[src/rtl/msi_pkg.sv]
// Package: shared state encoding and register bit positions for the
// message interrupt controller. Assumes 32-bit register reads.
package msi_pkg;

    typedef enum logic [1:0] {
        ST_IDLE = 2'd0,
        ST_REQ  = 2'd1,
        ST_HALT = 2'd2
    } msi_state_e;

    localparam int RD_W          = 32;
    localparam int WR_W          = 6;
    localparam int NUM_ERR       = 3;
    // control word bit positions
    localparam int CTL_SRST      = 0;
    localparam int CTL_EN        = 1;
    localparam int CTL_ATTN_LSB  = 2;
    localparam int CTL_OS_DIS    = 5;
    // status word bit positions
    localparam int STS_REQ       = 0;
    localparam int STS_ERR_LSB   = 2;

endpackage

[src/rtl/msi_regs.sv]
// Register file: control and status words, error latches, readback.
// Assumes writes take effect at the clock edge where reg_wr is high;
// the soft-reset and force-request strobes are combinational from the write.
module msi_regs
    import msi_pkg::*;
#(
    parameter int NERR = NUM_ERR
) (
    input  logic             clk,
    input  logic             rst_n,
    input  logic             reg_wr,
    input  logic             reg_sel,
    input  logic [WR_W-1:0]  reg_wdata,
    input  logic [NERR-1:0]  err_evt,
    input  logic             msg_req,
    input  logic             halted,
    output logic [RD_W-1:0]  reg_rdata,
    output logic             en_cfg,
    output logic             os_dis,
    output logic             soft_rst,
    output logic             force_req,
    output logic             attn_raise,
    output logic [NERR-1:0]  err_q
);
    localparam int ATTN_MSB = CTL_ATTN_LSB + NERR - 1;
    localparam int ERR_MSB  = STS_ERR_LSB + NERR - 1;

    logic            ctl_wr;
    logic            sts_wr;
    logic            srst_flag;
    logic [NERR-1:0] attn_en;
    logic [NERR-1:0] err_clr;

    assign ctl_wr    = reg_wr && !reg_sel;
    assign sts_wr    = reg_wr && reg_sel;
    assign soft_rst  = ctl_wr && reg_wdata[CTL_SRST];
    assign force_req = sts_wr && reg_wdata[STS_REQ];
    assign err_clr   = sts_wr ? reg_wdata[ERR_MSB:STS_ERR_LSB] : '0;
    assign attn_raise = |(err_evt & attn_en);

    // Purpose: hold the control configuration bits.
    always_ff @(posedge clk) begin
        if (!rst_n) begin
            en_cfg  <= 1'b1;
            os_dis  <= 1'b0;
            attn_en <= '0;
        end else if (ctl_wr) begin
            en_cfg  <= reg_wdata[CTL_EN];
            os_dis  <= reg_wdata[CTL_OS_DIS];
            attn_en <= reg_wdata[ATTN_MSB:CTL_ATTN_LSB];
        end
    end

    // Purpose: self-clearing readback of the soft reset bit.
    always_ff @(posedge clk) begin
        if (!rst_n) srst_flag <= 1'b0;
        else        srst_flag <= soft_rst;
    end

    // Purpose: error status latches, write-one-to-clear, new event wins.
    always_ff @(posedge clk) begin
        if (!rst_n) err_q <= '0;
        else        err_q <= (err_q & ~err_clr) | err_evt;
    end

    // Purpose: combinational read mux for the selected word.
    always_comb begin
        reg_rdata = '0;
        if (reg_sel) begin
            reg_rdata[STS_REQ]               = msg_req;
            reg_rdata[ERR_MSB:STS_ERR_LSB]   = err_q;
        end else begin
            reg_rdata[CTL_SRST]              = srst_flag;
            reg_rdata[CTL_EN]                = en_cfg || !halted;
            reg_rdata[ATTN_MSB:CTL_ATTN_LSB] = attn_en;
            reg_rdata[CTL_OS_DIS]            = os_dis;
        end
    end

endmodule

[src/rtl/msi_gate.sv]
// Pending event and one-shot mask unit with the tag comparator.
// Assumes 'issue' is high in the cycle the request machine enters the
// request state; a new event in that same cycle stays pending.
module msi_gate
    import msi_pkg::*;
#(
    parameter int TAG_W = 8
) (
    input  logic             clk,
    input  logic             rst_n,
    input  logic             irq_evt,
    input  logic             attn_raise,
    input  logic             issue,
    input  logic             soft_rst,
    input  logic             tag_mode,
    input  logic             os_dis,
    input  logic             mbox_wr,
    input  logic [TAG_W-1:0] mbox_tag,
    input  logic [TAG_W-1:0] last_tag,
    output logic             pending,
    output logic             mask_eff
);
    logic oneshot_act;
    logic tag_hit;
    logic mask_q;

    assign oneshot_act = tag_mode && !os_dis;
    assign tag_hit     = mbox_wr && (mbox_tag == last_tag);
    assign mask_eff    = mask_q && oneshot_act;

    // Purpose: remember an unserved event until a message is issued.
    always_ff @(posedge clk) begin
        if (!rst_n || soft_rst)          pending <= 1'b0;
        else if (irq_evt || attn_raise)  pending <= 1'b1;
        else if (issue)                  pending <= 1'b0;
    end

    // Purpose: auto-mask on issue in one-shot mode, unmask on tag match.
    always_ff @(posedge clk) begin
        if (!rst_n || soft_rst)          mask_q <= 1'b0;
        else if (issue && oneshot_act)   mask_q <= 1'b1;
        else if (tag_hit)                mask_q <= 1'b0;
    end

endmodule

[src/rtl/msi_fsm.sv]
// Request state machine: idle, requesting, halted.
// Assumes msg_done is a single-cycle pulse only meaningful while requesting.
module msi_fsm
    import msi_pkg::*;
(
    input  logic clk,
    input  logic rst_n,
    input  logic en_cfg,
    input  logic pending,
    input  logic mask_eff,
    input  logic force_req,
    input  logic soft_rst,
    input  logic msg_done,
    output logic issue,
    output logic msg_req,
    output logic halted
);
    msi_state_e state_q;
    msi_state_e state_d;

    // Purpose: next-state selection with soft reset and forced request first.
    always_comb begin
        state_d = state_q;
        if (soft_rst) begin
            state_d = ST_IDLE;
        end else if (force_req && state_q != ST_REQ) begin
            state_d = ST_REQ;
        end else begin
            unique case (state_q)
                ST_IDLE: begin
                    if (!en_cfg)                   state_d = ST_HALT;
                    else if (pending && !mask_eff) state_d = ST_REQ;
                end
                ST_REQ: begin
                    if (msg_done) state_d = en_cfg ? ST_IDLE : ST_HALT;
                end
                ST_HALT: begin
                    if (en_cfg) state_d = ST_IDLE;
                end
                default: state_d = ST_IDLE;
            endcase
        end
    end

    // Purpose: state register.
    always_ff @(posedge clk) begin
        if (!rst_n) state_q <= ST_IDLE;
        else        state_q <= state_d;
    end

    assign issue   = (state_d == ST_REQ) && (state_q != ST_REQ);
    assign msg_req = (state_q == ST_REQ);
    assign halted  = (state_q == ST_HALT);

endmodule

[src/rtl/msi_oneshot_ctrl.sv]
// Top: one-shot message interrupt request controller.
// Assumes all inputs are synchronous to clk and event inputs are pulses.
module msi_oneshot_ctrl
    import msi_pkg::*;
#(
    parameter int TAG_W = 8,
    parameter int NERR  = NUM_ERR
) (
    input  logic              clk,
    input  logic              rst_n,
    input  logic              irq_evt,
    input  logic              err_tabort,
    input  logic              err_mabort,
    input  logic              err_parity,
    input  logic              tag_mode,
    input  logic [TAG_W-1:0]  last_tag,
    input  logic              reg_wr,
    input  logic              reg_sel,
    input  logic [WR_W-1:0]   reg_wdata,
    output logic [RD_W-1:0]   reg_rdata,
    input  logic              mbox_wr,
    input  logic [TAG_W-1:0]  mbox_tag,
    output logic              msg_req,
    input  logic              msg_done
);
    logic [NERR-1:0] err_evt;
    logic [NERR-1:0] err_q;
    logic en_cfg, os_dis, soft_rst, force_req, attn_raise;
    logic pending, mask_eff, issue, halted;

    assign err_evt = {err_parity, err_mabort, err_tabort};

    msi_regs #(.NERR(NERR)) u_regs (
        .clk        (clk),
        .rst_n      (rst_n),
        .reg_wr     (reg_wr),
        .reg_sel    (reg_sel),
        .reg_wdata  (reg_wdata),
        .err_evt    (err_evt),
        .msg_req    (msg_req),
        .halted     (halted),
        .reg_rdata  (reg_rdata),
        .en_cfg     (en_cfg),
        .os_dis     (os_dis),
        .soft_rst   (soft_rst),
        .force_req  (force_req),
        .attn_raise (attn_raise),
        .err_q      (err_q)
    );

    msi_gate #(.TAG_W(TAG_W)) u_gate (
        .clk        (clk),
        .rst_n      (rst_n),
        .irq_evt    (irq_evt),
        .attn_raise (attn_raise),
        .issue      (issue),
        .soft_rst   (soft_rst),
        .tag_mode   (tag_mode),
        .os_dis     (os_dis),
        .mbox_wr    (mbox_wr),
        .mbox_tag   (mbox_tag),
        .last_tag   (last_tag),
        .pending    (pending),
        .mask_eff   (mask_eff)
    );

    msi_fsm u_fsm (
        .clk        (clk),
        .rst_n      (rst_n),
        .en_cfg     (en_cfg),
        .pending    (pending),
        .mask_eff   (mask_eff),
        .force_req  (force_req),
        .soft_rst   (soft_rst),
        .msg_done   (msg_done),
        .issue      (issue),
        .msg_req    (msg_req),
        .halted     (halted)
    );

endmodule

[config.mk]
export PLATFORM = sky130hd
export DESIGN_NAME = msi_oneshot_ctrl
export DESIGN_NICKNAME = d
export VERILOG_FILES = /design/src/rtl/msi_pkg.sv /design/src/rtl/msi_regs.sv /design/src/rtl/msi_gate.sv /design/src/rtl/msi_fsm.sv /design/src/rtl/msi_oneshot_ctrl.sv
export SDC_FILE = /design/constraint.sdc
export NUM_CORES = 1
export LEC_CHECK = 0
export BUFFER_PORTS_ARGS = -buffer_cell sky130_fd_sc_hd__buf_2
export CORE_ASPECT_RATIO = 0.7
export CORE_MARGIN = 3
export CORE_UTILIZATION = 40
export CTS_CLUSTER_SIZE = 30
export DETAILED_ROUTE_END_ITERATION = 12
export PLACE_DENSITY = 0.89
export RECOVER_POWER = 50
export REMOVE_ABC_BUFFERS = 1
export SETUP_SLACK_MARGIN = 0.5
export SKIP_CTS_REPAIR_TIMING = 1
export SLEW_MARGIN = 20
export SYNTH_ARGS = -nofsm -noshare
export SYNTH_HDL_FRONTEND = slang
export SYNTH_SLANG_ARGS = --single-unit
[constraint.sdc]
create_clock -name clk -period 1.4 [get_ports clk]
set_clock_uncertainty 0.2 [all_clocks]
set_input_delay 0.14 -clock clk [delete_from_list [all_inputs] [get_ports clk]]
set_output_delay 0.14 -clock clk [all_outputs]
set_load 0.01 [all_outputs]
======== Word level (Yosys, flattened, before mapping) ========
Index checks and enable logic that the tools add are counted.
word-level totals
  bits in latches ......................... 0
  output and inout port bits .............. 33
  memories ................................ 0
  ROM bits ................................ 0
  input port bits ......................... 33
  bits in writable memories ............... 0
  bits in registers ....................... 13
cells by class
  multiply operators ...................... 0
  add/sub/neg operators ................... 0
  reduce and logical (&&, ||, !) cells .... 23
  equality and inequality tests ........... 5
  div/mod/pow operators ................... 0
  $lt $le $gt $ge ......................... 0
  shift operators ......................... 0
  bitwise operators ....................... 4
  multiplexer cells ....................... 17
operator list
  kind                                           count
  2-to-1 mux 2 bit                               7
  logical AND 1 bit                              11
  == test 8 bit                                  1
  2-to-1 mux 1 bit                               7
  AND 3 bit                                      2
  2-to-1 mux 3 bit                               2
  case mux 2 bit (3 select lines)                1
  zero test 1 bit                                5
  == test 2 x 1 -> 1 bit, second input constant  2
  nonzero test 2 bit                             2
  logical OR 1 bit                               3
  NOT 3 bit                                      1
  bitwise OR 3 bit                               1
  OR reduction 3 bit                             1
  == test 2 bit, second input constant           1
  zero test 2 bit                                1
  != test 2 x 1 -> 1 bit, second input constant  1

======== Longest topological paths before layout ========
  depth in word-level cells ............... 14
  depth in mapped cells ................... 5
  depth with buffers taken out ............ 4

======== Modules after synthesis ========
Synthesis repeated with hierarchy kept, for this count alone.
unflattened totals
  cell total of the unflattened synthesis .. 115
  area total of the unflattened synthesis .. 997.2 µm²
modules (own cells, without submodules)
  module    seq. area each (µm²)  instances  cells an instance  area each (µm²)
  msi_regs  180.2                 1          76                 655.6
  msi_gate  40.0                  1          22                 187.7
  msi_fsm   40.0                  1          17                 153.9

======== Worst setup path after synthesis ========
Ideal clock, no wire load.
  path kind ............................... register -> register
  start ................................... register u_regs.os_dis
  end ..................................... register u_gate.mask_q
  buffers on the path ..................... 0
  cell stages (with the launch flop) ...... 5
  arrival ................................. 0.910 ns
  slack ................................... 0.176 ns
  clock period less this slack ............ 1.224 ns
  data required time ...................... 1.085 ns
  cell sequence ........................... dfxtp_1 nand3b_1 a41oi_2 nor4b_2 o21ba_1
between the ends
  longest elaborated chain between the ends .. 14
  elaborated cells on any way between the ends .. 15
  those cells by class .................... 1 x eq/ne; 6 x mux; 8 x reduce/logical
RTL lines
  element                                                        RTL line        RTL
  from (decl)                                                    msi_regs.sv:19  output logic os_dis,
  from (signal assigned)                                         msi_regs.sv:49  os_dis <= reg_wdata[CTL_OS_DIS];
  zero test 1 bit (*)                                            msi_gate.sv:27  assign oneshot_act = tag_mode && !os_dis;
  logical AND 1 bit (*)                                          msi_gate.sv:27
  logical AND 1 bit                                              msi_gate.sv:29  assign mask_eff = mask_q && oneshot_act;
  zero test 1 bit                                                msi_fsm.sv:32   else if (pending && !mask_eff) state_d = ST_REQ;
  logical AND 1 bit                                              msi_fsm.sv:32
  2-to-1 mux 2 bit                                               msi_fsm.sv:32
  2-to-1 mux 2 bit                                               msi_fsm.sv:31   if (!en_cfg) state_d = ST_HALT;
  case mux 2 bit (3 select lines)                                msi_fsm.sv:29   unique case (state_q)
  2-to-1 mux 2 bit                                               msi_fsm.sv:26   end else if (force_req && state_q != ST_REQ) begin
  2-to-1 mux 2 bit                                               msi_fsm.sv:24   if (soft_rst) begin
  == test 2 x 1 -> 1 bit                                         msi_fsm.sv:51   assign issue = (state_d == ST_REQ) && (state_q != ST_REQ);
  logical AND 1 bit                                              msi_fsm.sv:51
  logical AND 1 bit (*)                                          msi_gate.sv:41  else if (issue && oneshot_act) mask_q <= 1'b1;
  2-to-1 mux 1 bit / nonzero test 2 bit (equally long branches)  --
  to (signal assigned)                                           msi_gate.sv:40  if (!rst_n || soft_rst) mask_q <= 1'b0;
  to (signal assigned)                                           msi_gate.sv:41
  to (signal assigned)                                           msi_gate.sv:42  else if (tag_hit) mask_q <= 1'b0;
  to (decl)                                                      msi_gate.sv:25  logic mask_q;
Every way passes the cells marked *; elsewhere a longest branch is shown, timed or not.
A chain may end at the register's enable or synchronous reset.

======== Final worst setup path ========
  start ................................... register u_fsm.state_q[1]
  end ..................................... output port reg_rdata[0]
between the ends
  longest elaborated chain between the ends .. 2
RTL lines
  element                 RTL line                RTL
  from (decl)             msi_fsm.sv:18           msi_state_e state_q;
  from (signal assigned)  msi_fsm.sv:48           else state_q <= state_d;
  == test 2 x 1 -> 1 bit  msi_fsm.sv:52           assign msg_req = (state_q == ST_REQ);
  2-to-1 mux 1 bit        msi_regs.sv:69          if (reg_sel) begin
  to (decl)               msi_oneshot_ctrl.sv:20  output logic [RD_W-1:0] reg_rdata,
No other way between the ends.

==> impl_metrics.env <==
export IMPL_die_x_um=63.51
export IMPL_power_ir_vdd_worst_v=0.0003521
export IMPL_ys_warn_count=0
export IMPL_fill_cells=166
export IMPL_drt_pass1_iter_count=4
export IMPL_violations="hold timing, setup timing"
export IMPL_antenna_diode_count=0
export IMPL_die_height_um=46.26
export IMPL_timing_final_hold_violations=12
export IMPL_multi_input_comb_area_um2=573.1
export IMPL_clk_root_buffer_cell="clkbuf_4"
export IMPL_timing_max_transition_violations_final=0
export IMPL_dp_final_hpwl_mm=1.810
export IMPL_yosys_area_top_type_share=0.2811
export IMPL_placement_rows=13
export IMPL_grt_pass1_wl_mm=3.180
export IMPL_cts_tree="done"
export IMPL_gp_congestion=0.7996
export IMPL_pre_cts_slack_ps=70.16
export IMPL_syn_inst=103
export IMPL_worst_setup_path_start_kind="flop"
export IMPL_whs_path_depth=3
export IMPL_die_area_um2=2937
export IMPL_timing_critical_path_arrival_ps=1170
export IMPL_ys_flop_type="dfxtp_1"
export IMPL_library_cell_occupying_the_most_area_in_the_post_synthesis_netlist="dfxtp_1"
export IMPL_timing_critical_path_required_ps=1060
export IMPL_core_area_um2=2017
export IMPL_ys_async_sr_fraction=0
export IMPL_hold_path_startpoint="reg_wdata[1]"
export IMPL_globalRoute_totalOverflow=0
export IMPL_min_to="u_regs.en_cfg"
export IMPL_grt_max_degree=11
export IMPL_number_of_h_tree_levels=1
export IMPL_io_buffer_count=39
export IMPL_finalWorstPathRequiredPeriod_ps=1509
export IMPL_first_global_vias=782
export IMPL_synth_cell_types=29
export IMPL_initialDrtViolationCount=9
export IMPL_max_cap_violations=0
export IMPL_criticalPathCategory="reg -> out"
export IMPL_timing_fmax_mhz=662.9
export IMPL_rr_startpoint="u_fsm.state_q[1]"
export IMPL_finalWirelength_mm=2.413
export IMPL_timing_hold_ws_ps=-132.3
export IMPL_cp_capture_type="output pin"
export IMPL_area_sequential_um2=272.8
export IMPL_syn_mean_instance_area_um2=8.989
export IMPL_route_antenna_remaining_nets=0
export IMPL_final_worst_setup_slack_ps=-108.6
export IMPL_clock_transition_at_path_regs_ps=80
export IMPL_tot_gr_track_use=0.1471
export IMPL_syn_cell_area_um2=925.9
export IMPL_synth_seq_cells=13
export IMPL_power_static_leakage_nw=0.5863
export IMPL_finish_net_count=185
export IMPL_worst_r2r_endpoint="u_gate.mask_q"
export IMPL_power_density_nw_per_um2=776.0
export IMPL_synth_top_cells_by_area="dfxtp_1, buf_4, xnor2_1, mux2i_1, mux2_2"
export IMPL_synth_enable_flop_cells=0
export IMPL_timing_hold_worst_class="in -> reg"
export IMPL_ys_seq_area_frac=0.2811
export IMPL_initial_core_util=0.4591
export IMPL_syn_to_final_growth_pct=31.62
export IMPL_cts_buffers=3
export IMPL_cts_buffer_depth=2
export IMPL_cts_sinks=13
export IMPL_number_of_antenna_violations_at_the_first_check_in_global_routing=0
export IMPL_timing_critical_path_fanout_max=2
export IMPL_setup_repair_after_global_routing_missed_its_margin="true"
export IMPL_vias_after_detailed_routing=826
export IMPL_detail_route_drc_violations=0
export IMPL_vias_per_cell=4.564
export IMPL_clock_insertion_delay_worst_skew_ps=290
export IMPL_outcome="finished, violations left"
export IMPL_drt_wirelength_per_cell_um=13.33
export IMPL_post_route_cells_drive_above_1_share=0.4768
export IMPL_io_pins=66
export IMPL_reg2reg_depth=5
export IMPL_count_of_final_setup_violators=2
export IMPL_finalCoreUtilization=0.6042
export IMPL_ff2ff_setup_slack_ps=60
export IMPL_timing_final_crit_share=1.078
[report_power, final]
group	total (mW)	internal (mW)	leakage, nW	switching, mW
logic	0.294	0.152	0.461	0.142
registers	0.412	0.394	0.110	0.0182
clock network	0.239	0.111	0.0150	0.129
total	0.946	0.657	0.586	0.289
[area by class of cell]
type,count,share of cell area
repair buffers,47,0.2536
multi-input cells,87,0.4702
well taps,30,0.03080
flip-flops and latches,13,0.2238
clock buffers,4,0.02156
[cells in the final DEF, fill, tap and decap left out, types with 2 or more instances in the layout]
master    netlist  layout
buf_4          26       7
nand2_1         6       6
mux2_4          0       4
dfxtp_2         0       7
mux2i_1         5       4
nand3_1         5       5
dfxtp_1        13       5
buf_6           2       7
and2b_2         1       2
a21oi_1         6       5
buf_2           0      31
conb_1          1      26
nor2b_1         7       7
clkbuf_4        0       4
xnor2_1         8       8
[sequential cells by signal (all words and copies together), names as in the netlist]
name	count
u_gate.mask_q	1
u_regs.attn_en	3
u_regs.err_q	3
u_regs.os_dis	1
u_regs.en_cfg	1
u_regs.srst_flag	1
u_gate.pending	1
u_fsm.state_q	2
[kinds of logic (layout without fill, tap and decap cells)]
group           Yosys count  in the layout  synth area share
compound gates           14             14            0.1041
simple gates             30             30            0.1973
mux                       9              9            0.1027
flops                    13             13            0.2811
other cells               1             26          0.004050
xor+xnor                  8              8           0.07568
buf+inv                  28             51            0.2351
[routing by layer]
metal / wire [um] / vias up / part of all wire / global-route usage
li1: - / 393 / - / -
met1: 874 / 387 / 0.36 / 0.1263
met2: 1301 / 41 / 0.54 / 0.2863
met3: 183 / 5 / 0.076 / 0.06341
met4: 53 / 0 / 0.022 / 0.1030
met5: 0 / - / 0 / 0
[how the worst max path moves through the flow]
| stage | end | from |
|---|---|---|
| 4_1_cts | reg_rdata[0] | u_fsm.state_q[1] |
| 5_1_grt | reg_rdata[0] | u_fsm.state_q[0] |
| 3_3_place_gp | u_gate.mask_q | u_regs.en_cfg |
| 3_5_place_dp | u_gate.mask_q | u_regs.en_cfg |
| 6_report | reg_rdata[0] | u_fsm.state_q[1] |
| 2_1_floorplan | u_gate.mask_q | u_regs.os_dis |
[critical path: stages, from the launching register on]
cell	delay, ps
dfxtp_2	330
and2b_4	180
mux2_4	260
buf_6	120
[Yosys cell counts (all sizes together) (2+ instances only)]
library cell  instances
a21oi                 6
and2b                 3
and3                  2
buf                  28
dfxtp                13
mux2                  4
mux2i                 5
nand2                 6
nand3                 5
nor2                  2
nor2b                 7
o21ai                 2
xnor2                 8
[stage by stage]
stage               hold slack, ps  cell area, um2  cells  power (mW)  setup TNS, ps
CTS                         -142.2            1076    175      0.8930         -199.7
global route                -120.4            1219    181      0.9879         -185.1
finish                      -132.3            1219    181      0.9456         -134.3
global placement             166.9            1050    171      0.6432              0
detailed placement           158.1            1050    171      0.6546              0
floorplan                    1.941           802.0    100      0.5559              0
No activity file was read; power rests on OpenSTA's default activity.
